===== config.mk =====
export PLATFORM = sky130hd
export DESIGN_NAME = lw_sram
export DESIGN_NICKNAME = d
export VERILOG_FILES = /design/src/rtl/lw_sram_pkg.sv /design/src/rtl/lw_sram_seq.sv /design/src/rtl/lw_sram_mem.sv /design/src/rtl/lw_sram_fwd.sv /design/src/rtl/lw_sram.sv
export SDC_FILE = /design/constraint.sdc
export NUM_CORES = 2
export LEC_CHECK = 0
export BUFFER_PORTS_ARGS = -buffer_cell sky130_fd_sc_hd__clkbuf_2
export CORE_ASPECT_RATIO = 1.25
export CORE_MARGIN = 2
export CORE_UTILIZATION = 55
export CTS_CLUSTER_SIZE = 10
export DETAILED_ROUTE_END_ITERATION = 12
export PLACE_DENSITY = 0.68
export SLEW_MARGIN = 30
export SYNTH_ARGS = -nofsm -noshare
export SYNTH_HDL_FRONTEND = slang
export SYNTH_MEMORY_MAX_BITS = 65536
export SYNTH_SLANG_ARGS = --single-unit

===== constraint.sdc =====
create_clock -name clk -period 4.2 [get_ports clk]
set_clock_uncertainty 0.2 [all_clocks]
set_input_delay 0.63 -clock clk [delete_from_list [all_inputs] [get_ports clk]]
set_output_delay 0.63 -clock clk [all_outputs]
set_load 0.005 [all_outputs]

===== src/rtl/lw_sram_pkg.sv =====
package lw_sram_pkg;

    // Number of low address bits stepped by a burst (four beats).
    localparam int BEAT_W = 2;

    // Low address bits for a given beat of a burst.
    function automatic logic [BEAT_W-1:0] beat_lo(input logic [BEAT_W-1:0] start,
                                                  input logic [BEAT_W-1:0] beat,
                                                  input logic              ilv);
        return ilv ? (start ^ beat) : (start + beat);
    endfunction

endpackage


===== src/rtl/lw_sram_seq.sv =====
module lw_sram_seq
    import lw_sram_pkg::*;
#(
    parameter int AW = 8
) (
    input  logic          clk,
    input  logic          rst_n,
    input  logic          sleep,
    input  logic          adv,
    input  logic          sel,
    input  logic          we,
    input  logic          ilv,
    input  logic [AW-1:0] addr,
    output logic          cmd_vld,
    output logic          cmd_wr,
    output logic          cont,
    output logic [AW-1:0] cmd_addr
);

    typedef struct packed {
        logic              act;
        logic              wr;
        logic [AW-1:0]     base;
        logic [BEAT_W-1:0] cnt;
    } seq_t;

    seq_t st_q, st_d;

    always_comb begin
        st_d     = st_q;
        cmd_vld  = 1'b0;
        cmd_wr   = st_q.wr;
        cmd_addr = st_q.base;
        cont     = 1'b0;
        if (sleep) begin
            st_d.act = 1'b0;
        end else if (adv) begin
            if (st_q.act) begin
                st_d.cnt = st_q.cnt + 1'b1;
                cont     = 1'b1;
                cmd_vld  = 1'b1;
                cmd_wr   = st_q.wr;
                cmd_addr = {st_q.base[AW-1:BEAT_W],
                            beat_lo(st_q.base[BEAT_W-1:0], st_d.cnt, ilv)};
            end
        end else if (sel) begin
            st_d.act  = 1'b1;
            st_d.wr   = we;
            st_d.base = addr;
            st_d.cnt  = '0;
            cmd_vld   = 1'b1;
            cmd_wr    = we;
            cmd_addr  = addr;
        end else begin
            st_d.act = 1'b0;
        end
    end

    always_ff @(posedge clk) begin
        if (!rst_n) st_q <= '0;
        else        st_q <= st_d;
    end

    // a continued beat keeps the direction of the beat before it
    a_r7_burst_same_dir: assert property (@(posedge clk) disable iff (!rst_n)
        cont |-> (cmd_wr == $past(cmd_wr)));

endmodule


===== src/rtl/lw_sram_mem.sv =====
module lw_sram_mem #(
    parameter int AW = 8,
    parameter int NB = 2,
    parameter int BW = 9
) (
    input  logic             clk,
    input  logic             wen,
    input  logic [AW-1:0]    waddr,
    input  logic [NB-1:0]    wbe,
    input  logic [NB*BW-1:0] wdata,
    input  logic [AW-1:0]    raddr,
    output logic [NB*BW-1:0] rdata
);

    localparam int DEPTH = 1 << AW;

    for (genvar b = 0; b < NB; b++) begin : g_lane
        logic [BW-1:0] lane_q [DEPTH];

        always_ff @(posedge clk) begin
            if (wen && wbe[b]) lane_q[waddr] <= wdata[b*BW +: BW];
        end

        assign rdata[b*BW +: BW] = lane_q[raddr];
    end

endmodule


===== src/rtl/lw_sram_fwd.sv =====
module lw_sram_fwd #(
    parameter int NB = 2,
    parameter int BW = 9
) (
    input  logic [NB*BW-1:0] mem_data,
    input  logic             hit,
    input  logic [NB-1:0]    be,
    input  logic [NB*BW-1:0] wdata,
    output logic [NB*BW-1:0] rd_data
);

    for (genvar b = 0; b < NB; b++) begin : g_merge
        assign rd_data[b*BW +: BW] = (hit && be[b]) ? wdata[b*BW +: BW]
                                                     : mem_data[b*BW +: BW];
    end

endmodule


===== src/rtl/lw_sram.sv =====
module lw_sram
    import lw_sram_pkg::*;
#(
    parameter int AW = 8,
    parameter int NB = 2,
    parameter int BW = 9
) (
    input  logic             clk,
    input  logic             rst_n,
    input  logic             pipe_mode,
    input  logic             burst_ilv,
    input  logic             sel0,
    input  logic             sel1,
    input  logic             sel2,
    input  logic             adv,
    input  logic             we,
    input  logic [NB-1:0]    bwe,
    input  logic [AW-1:0]    addr,
    input  logic [NB*BW-1:0] din,
    input  logic             oe_n,
    input  logic             sleep,
    output logic [NB*BW-1:0] q,
    output logic             q_oe
);

    localparam int DW = NB * BW;

    typedef struct packed {
        logic          vld;
        logic          wr;
        logic [AW-1:0] addr;
        logic [NB-1:0] be;
    } cmd_t;

    typedef struct packed {
        cmd_t          s1;
        cmd_t          s2;
        logic [DW-1:0] odat;
        logic          ovld;
    } top_t;

    top_t st_q, st_d;

    logic          cmd_vld, cmd_wr, cont;
    logic [AW-1:0] cmd_addr;
    logic          wen;
    logic [AW-1:0] waddr;
    logic [NB-1:0] wbe;
    logic [DW-1:0] mem_rd, merged;
    logic          hit, rd_now, rd_vld;

    lw_sram_seq #(.AW(AW)) seq_i (
        .clk      (clk),
        .rst_n    (rst_n),
        .sleep    (sleep),
        .adv      (adv),
        .sel      (sel0 && sel1 && sel2),
        .we       (we),
        .ilv      (burst_ilv),
        .addr     (addr),
        .cmd_vld  (cmd_vld),
        .cmd_wr   (cmd_wr),
        .cont     (cont),
        .cmd_addr (cmd_addr)
    );

    lw_sram_mem #(.AW(AW), .NB(NB), .BW(BW)) mem_i (
        .clk   (clk),
        .wen   (wen),
        .waddr (waddr),
        .wbe   (wbe),
        .wdata (din),
        .raddr (st_q.s1.addr),
        .rdata (mem_rd)
    );

    lw_sram_fwd #(.NB(NB), .BW(BW)) fwd_i (
        .mem_data (mem_rd),
        .hit      (hit),
        .be       (st_q.s2.be),
        .wdata    (din),
        .rd_data  (merged)
    );

    always_comb begin
        st_d = st_q;

        // Stage 1: command taken at this edge
        st_d.s1.vld  = cmd_vld;
        st_d.s1.wr   = cmd_wr;
        st_d.s1.addr = cmd_addr;
        st_d.s1.be   = bwe;

        // Stage 2 exists only for the two-cycle write lag
        st_d.s2 = pipe_mode ? st_q.s1 : '0;

        // Write commit: the stage whose data is on din now
        if (pipe_mode) begin
            wen   = st_q.s2.vld && st_q.s2.wr;
            waddr = st_q.s2.addr;
            wbe   = st_q.s2.be;
        end else begin
            wen   = st_q.s1.vld && st_q.s1.wr;
            waddr = st_q.s1.addr;
            wbe   = st_q.s1.be;
        end

        rd_now = st_q.s1.vld && !st_q.s1.wr;
        hit    = pipe_mode && rd_now && st_q.s2.vld && st_q.s2.wr
                 && (st_q.s2.addr == st_q.s1.addr);

        st_d.odat = merged;
        st_d.ovld = pipe_mode && rd_now;

        rd_vld = pipe_mode ? st_q.ovld : rd_now;
        q      = pipe_mode ? st_q.odat : merged;
        q_oe   = rd_vld && !oe_n && !sleep;
    end

    always_ff @(posedge clk) begin
        if (!rst_n) st_q <= '0;
        else        st_q <= st_d;
    end

    // sleep at an edge lets no command into stage 1
    a_r11_sleep_blocks: assert property (@(posedge clk) disable iff (!rst_n)
        sleep |=> !st_q.s1.vld);

    // linear continuation steps the low bits by one, page fixed
    a_r7_linear_step: assert property (@(posedge clk) disable iff (!rst_n)
        (cont && !burst_ilv) |->
            ((cmd_addr[BEAT_W-1:0] == BEAT_W'(st_q.s1.addr[BEAT_W-1:0] + 1'b1))
             && (cmd_addr[AW-1:BEAT_W] == st_q.s1.addr[AW-1:BEAT_W])));

    // interleaved continuation stays in the page and moves the low bits
    a_r8_ilv_step: assert property (@(posedge clk) disable iff (!rst_n)
        (cont && burst_ilv) |->
            ((cmd_addr[AW-1:BEAT_W] == st_q.s1.addr[AW-1:BEAT_W])
             && (cmd_addr[BEAT_W-1:0] != st_q.s1.addr[BEAT_W-1:0])));

    // in registered mode a commit follows a write held in stage 1 one edge earlier
    a_r4_pipe_write_lag: assert property (@(posedge clk) disable iff (!rst_n)
        (pipe_mode && wen) |-> $past(st_q.s1.vld && st_q.s1.wr));

endmodule


Word level (Yosys, flattened, before mapping):

Memory sizes are Yosys's and may differ from the RTL's. A register that Yosys moved wholly into a read port is not among the register bits.
Index checks and enable logic that the tools add are counted.

* flip-flop bits (word level): 55
* memory bits (writable): 4608
* bits of input ports: 39
* output and inout port bits: 19
* word-level logic and storage cells: 74
* memories: 2

Memories
* mem_i.g_lane[0].lane_q: words 256, width 9, read ports 1, clocked after Yosys merged registers in 1, write ports 1, line lw_sram_mem.sv:18 `logic [BW-1:0] lane_q [DEPTH];`
* mem_i.g_lane[1].lane_q: words 256, width 9, read ports 1, clocked after Yosys merged registers in 1, write ports 1, line lw_sram_mem.sv:18

* $add $sub $neg: 2
* equality and inequality tests: 2
* multiplexer cells: 27
* bitwise logic cells: 4
* reductions and logical operators: 23

Operators with widths (number)
* 2-to-1 mux 8 bit: 6
* 2-to-1 mux 18 bit: 1
* 2-to-1 mux 9 bit: 2
* logical AND 1 bit: 15
* 2-to-1 mux 1 bit: 12
* 2-to-1 mux 2 bit: 6
* == test 8 bit: 1
* AND reduction 3 bit: 2
* logical NOT 1 bit: 3
* inverter 1 bit: 3
* adder 2 x 1 -> 2 bit (second input constant): 1
* adder 2 bit: 1
* inequality test 2 x 1 -> 1 bit (second input constant): 1
* AND reduction 2 bit: 1
* nonzero test 2 bit: 1
* OR reduction 2 bit: 1
* XOR 2 bit: 1

Depth between registers and ports, before layout:

* word-level depth: 9
* gate-level depth with buffers: 13
* depth with buffers taken out: 8

By module:

Synthesis repeated with hierarchy kept, for this count alone.

* cells, all modules: 8718
* area total of the unflattened synthesis: 181942.0 um^2

Modules (own cells, without submodules)
* lw_sram_mem: instances 1, cells an instance 8493, area each 179345.8 um^2
* lw_sram: instances 1, cells an instance 142, area each 1754.2 um^2
* lw_sram_seq: instances 1, cells an instance 63, area each 626.9 um^2
* lw_sram_fwd: instances 1, cells an instance 20, area each 215.2 um^2

Worst setup path before layout:

Ideal clock, no wire load.

* path kind: register to output
* start point: register st_q, in the netlist mem_i.raddr[1]
* end point: output q[8]
* arrival: 2444 ps
* data required time: 3370 ps
* path slack: 926 ps
* cell stages (with the launch flop): 11
* cells stage by stage: dfxtp_1 buf_6 buf_2 buf_2 clkbuf_1 mux4_2 a22oi_1 a21oi_1 a311oi_1 nand4_1 mux2_2

* longest elaborated chain between the ends: 5

Ends and longest elaborated chain
* start: declaration: line lw_sram.sv:42 `top_t st_q, st_d;`
* start signal: assignment: line lw_sram.sv:122 `else st_q <= st_d;`
* == test 8 bit: line lw_sram.sv:110 `&& (st_q.s2.addr == st_q.s1.addr);`
* logical AND 1 bit: line lw_sram.sv:110
* logical AND 1 bit: line lw_sram_fwd.sv:13 `assign rd_data[b*BW +: BW] = (hit && be[b]) ? wdata[b*BW +: BW]`
* 2-to-1 mux 9 bit: line lw_sram_fwd.sv:13
* 2-to-1 mux 18 bit: line lw_sram.sv:116 `q = pipe_mode ? st_q.odat : merged;`
* end: declaration: line lw_sram.sv:22 `output logic [NB*BW-1:0] q,`

Every way passes these cells.

Worst setup path in the final report:

* start point: register st_q, in the netlist mem_i.raddr[3]
* end point: output q[0]

Same word-level chain as after synthesis.

==> flow_summary.json <==
{
  "cp.required_ps": 3370,
  "clock-sinks": 4663,
  "cts_made_buffers": 541,
  "overflow": 0,
  "routed_wl_mm": 536.7,
  "synthTopCellsByArea": "edfxtp_1, mux4_2, mux2i_1",
  "hold_path.class": "in -> reg",
  "drv_cap": 0,
  "r2r_start": "mem_i.raddr[6]$_SDFF_PN0_",
  "r2r-end": "mem_i.g_lane[0].lane_q[33][6]$_DFFE_PP_",
  "route.vias.total": 100300,
  "grt_use_met2_pct": 51.72,
  "finalCritPeriodShare_pct": 129.4,
  "drive_above_1_share_pct": 30.76,
  "synth_top_area_cell": "edfxtp_1",
  "hp-start": "din[9]",
  "detail_route.vias_per_cell": 6.594,
  "num_io_pins": 58,
  "yosysSeqAreaShare_pct": 76.78,
  "cp_max_fo": 22,
  "portBuffers": 57,
  "grt_pass1_vias": 100200,
  "die_h_um": 646.6,
  "critPathArrivalTime_ps": 4600,
  "endpoint_kind": "output port",
  "fp.dieW_um": 518.0,
  "syn_nets": 9061,
  "violations": "negative setup slack",
  "cts_buffer_depth": 4,
  "num_rows": 235,
  "crit_path_start": "mem_i.raddr[3]$_SDFF_PN0_",
  "syn_area_per_cell_um2": 20.14,
  "dieArea_mm2": 0.3349,
  "area_delta_synth_final_pct": 18.93,
  "synth_top_family_by_area": "multiplexers",
  "grt_most_used_layer": "met2",
  "fin_util_pct": 65.84,
  "h-tree-depth": 6,
  "peakVddDrop_mv": 0.3415,
  "layout_setup_ws_ps": -1234,
  "synthXorXnorAreaFrac_pct": 0.04821,
  "tritoncts": "yes",
  "slew_viol_final": 0,
  "drt_first_iter_violations": 13680,
  "use_met1_pct": 39.59,
  "fillCellCount": 21020,
  "clock_latency_ps": 960,
  "synth_edf_count": 4608,
  "start_util_pct": 55.36,
  "drtPass1Iterations": 6,
  "crit_path_start_kind": "flip-flop",
  "syn_area_mm2": 0.1817,
  "synthAdderAreaFrac_pct": 0.006887,
  "gp_congestion": 0.9382,
  "yosysWarnings": 0,
  "drc_errors": 0,
  "coreArea_mm2": 0.3281,
  "path_buf_inv": 6,
  "tightest_slew_ps": 1088,
  "met3_usage_pct": 6.186,
  "outcome": "finished with violations",
  "dp_hpwl_mm": 346.7,
  "r2r_slack_ps": 150,
  "hold_violations": 0,
  "wire_per_inst_um": 35.27,
  "finalSetupViolations": 18,
  "postSynthCellCount": 9021,
  "max_freq_mhz": 184.0,
  "crit_chain": "buf_4 > buf_4 > or2_2 > nor2_1 > buf_4 > a22oi_1 > o211ai_1 > o32a_1 > buf_4 > o311ai_2 > o21ai_0 > buf_4 > clkbuf_2",
  "synth_top_cell_area_share_pct": 76.17,
  "p_leak_nw": 68.22,
  "cpMostUsedCell": "buf_4",
  "antenna_left": 0,
  "async_flop_share_pct": 0,
  "p_per_area_mw_per_mm2": 437.6,
  "antenna_found_initial": 26,
  "grt_start_max_net_pins": 145,
  "dp_worst_setup_slack_ps": -857.3,
  "relSlewSlack_pct": 27.18,
  "yosysUniqueCellTypes": 90,
  "clock-root-buffer": "clkbuf_16",
  "grt_pass1_wl_mm": 746.1,
  "track_usage_pct": 31.55,
  "crit_type": "reg -> out",
  "critPathMaxStageDelay_ps": 460,
  "synthFlopType": "edfxtp_1",
  "synth_compound_area_share_pct": 3.685,
  "r2r_cells": 8,
  "hold_end": "mem_i.g_lane[1].lane_q[53][0]$_DFFE_PP_",
  "cts.clk_slew.worst_paths_ps": 50,
  "synthMuxAreaShare_pct": 14.10,
  "nNetsFinal": 10740,
  "synth-simple-area-share_pct": 3.193,
  "period_needed_ps": 5434,
  "hold_depth": 1,
  "cp_top_family": "compound AO/OA/AOI/OAI gates",
  "slowest_stage": "o211ai_1",
  "rsz0062_at_grt": "yes",
  "ys_ff_latch": 4663
}
==> flip-flops by register name, summed over array words and instances (netlist names) <==
name	cells
mem_i.raddr	8
st_q	35
seq_i.st_q	12
mem_i.g_lane.lane_q	4608
==> cell families after synthesis <==
logic type / after synthesis
AOI/OAI and AO/OA: 935
xor gates and xnor gates: 10
DFF: 4663
and+or+nand+nor: 1268
muxes: 1573
adders and majority gates: 1
buffers and inverters: 571
==> synth_stat cells, drive strengths merged (21+ instances only) <==
library cell / number
a211oi: 59
a21oi: 99
a221oi: 28
a22oi: 399
and2: 26
buf: 373
clkbuf: 179
dfxtp: 55
edfxtp: 4608
mux2: 55
mux2i: 747
mux4: 771
nand2: 285
nand3: 77
nand4: 88
nor2: 601
nor2b: 38
o21ai: 57
o22ai: 105
or4: 21
==> area by class of cell <==
| class | count | area, um^2 | share of cell area (%) |
|---|---|---|---|
| sequential | 4663 | 139500 | 64.57 |
| multi-input combinational | 3787 | 39770 | 18.41 |
| clock inverter | 35 | 412.9 | 0.1911 |
| clock buffer | 623 | 14230 | 6.586 |
| tap | 4384 | 5485 | 2.539 |
| inverter | 14 | 55.05 | 0.02548 |
| antenna | 20 | 50.05 | 0.02317 |
| timing repair buffer | 1692 | 16540 | 7.658 |
==> worst max path at each step <==
stage	to	slack [ps]	cells after the start
3_3_place_gp	q[11]	-1030	11
4_1_cts	q[17]	-1190	12
2_1_floorplan	q[8]	930	10
6_report	q[0]	-1230	13
3_5_place_dp	q[9]	-860	12
5_1_grt	q[9]	-1180	14
==> routing by layer <==
| layer | vias to the layer above | share of wire, % |
|---|---|---|
| met1 | 52070 | 34 |
| met4 | 14 | 6.6 |
| met3 | 1410 | 10 |
| li1 | 40410 | - |
| met5 | - | 0.018 |
| met2 | 6445 | 49 |
==> timing repair <==
action | 4_1_cts | 5_1_grt
setup endpoints to repair | 49 | 75
gates resized for setup | 246 | 139
setup buffers | 61 | 113
hold buffers | 14 | 4
pin swaps | 48 | 78
hold endpoints to repair | 24 | 111
cloned | 16 | 11
==> through the flow <==
stage	setup TNS (ps)	hold slack [ps]	cells	power, mW	area (um^2)
finish	-18950	25.61	15220	94.54	216000
detailed placement	-11910	263.8	14330	54.32	197100
CTS	-18800	8.311	15070	94.66	214200
global route	-19550	41.51	15200	96.49	216000
global placement	-9872	250.9	14330	54.25	197100
floorplan	0	244.2	9021	52.83	181700
==> layout by cell type (no fill, tap or decap), drive strengths merged, types with 21 or more instances in the layout <==
master | synthesis | final
nor2 | 601 | 601
a211oi | 59 | 59
a21oi | 99 | 99
buf | 373 | 1601
and2 | 26 | 26
mux4 | 771 | 771
o22ai | 105 | 105
a221oi | 28 | 28
a22oi | 399 | 399
nand3 | 77 | 77
clkbuf | 179 | 687
dfxtp | 55 | 55
nor2b | 38 | 38
nand4 | 88 | 88
edfxtp | 4608 | 4608
or4 | 21 | 21
nand2 | 285 | 285
mux2i | 747 | 747
inv | 12 | 33
o21ai | 57 | 57
mux2 | 55 | 55
==> power by group <==
group / total, mW / switching (mW) / internal (mW)
clock network: 40.9 / 17.2 / 23.7
logic: 2.44 / 1.66 / 0.779
registers: 51.2 / 0.0106 / 51.2
No activity file was read; power rests on OpenSTA's default activity.
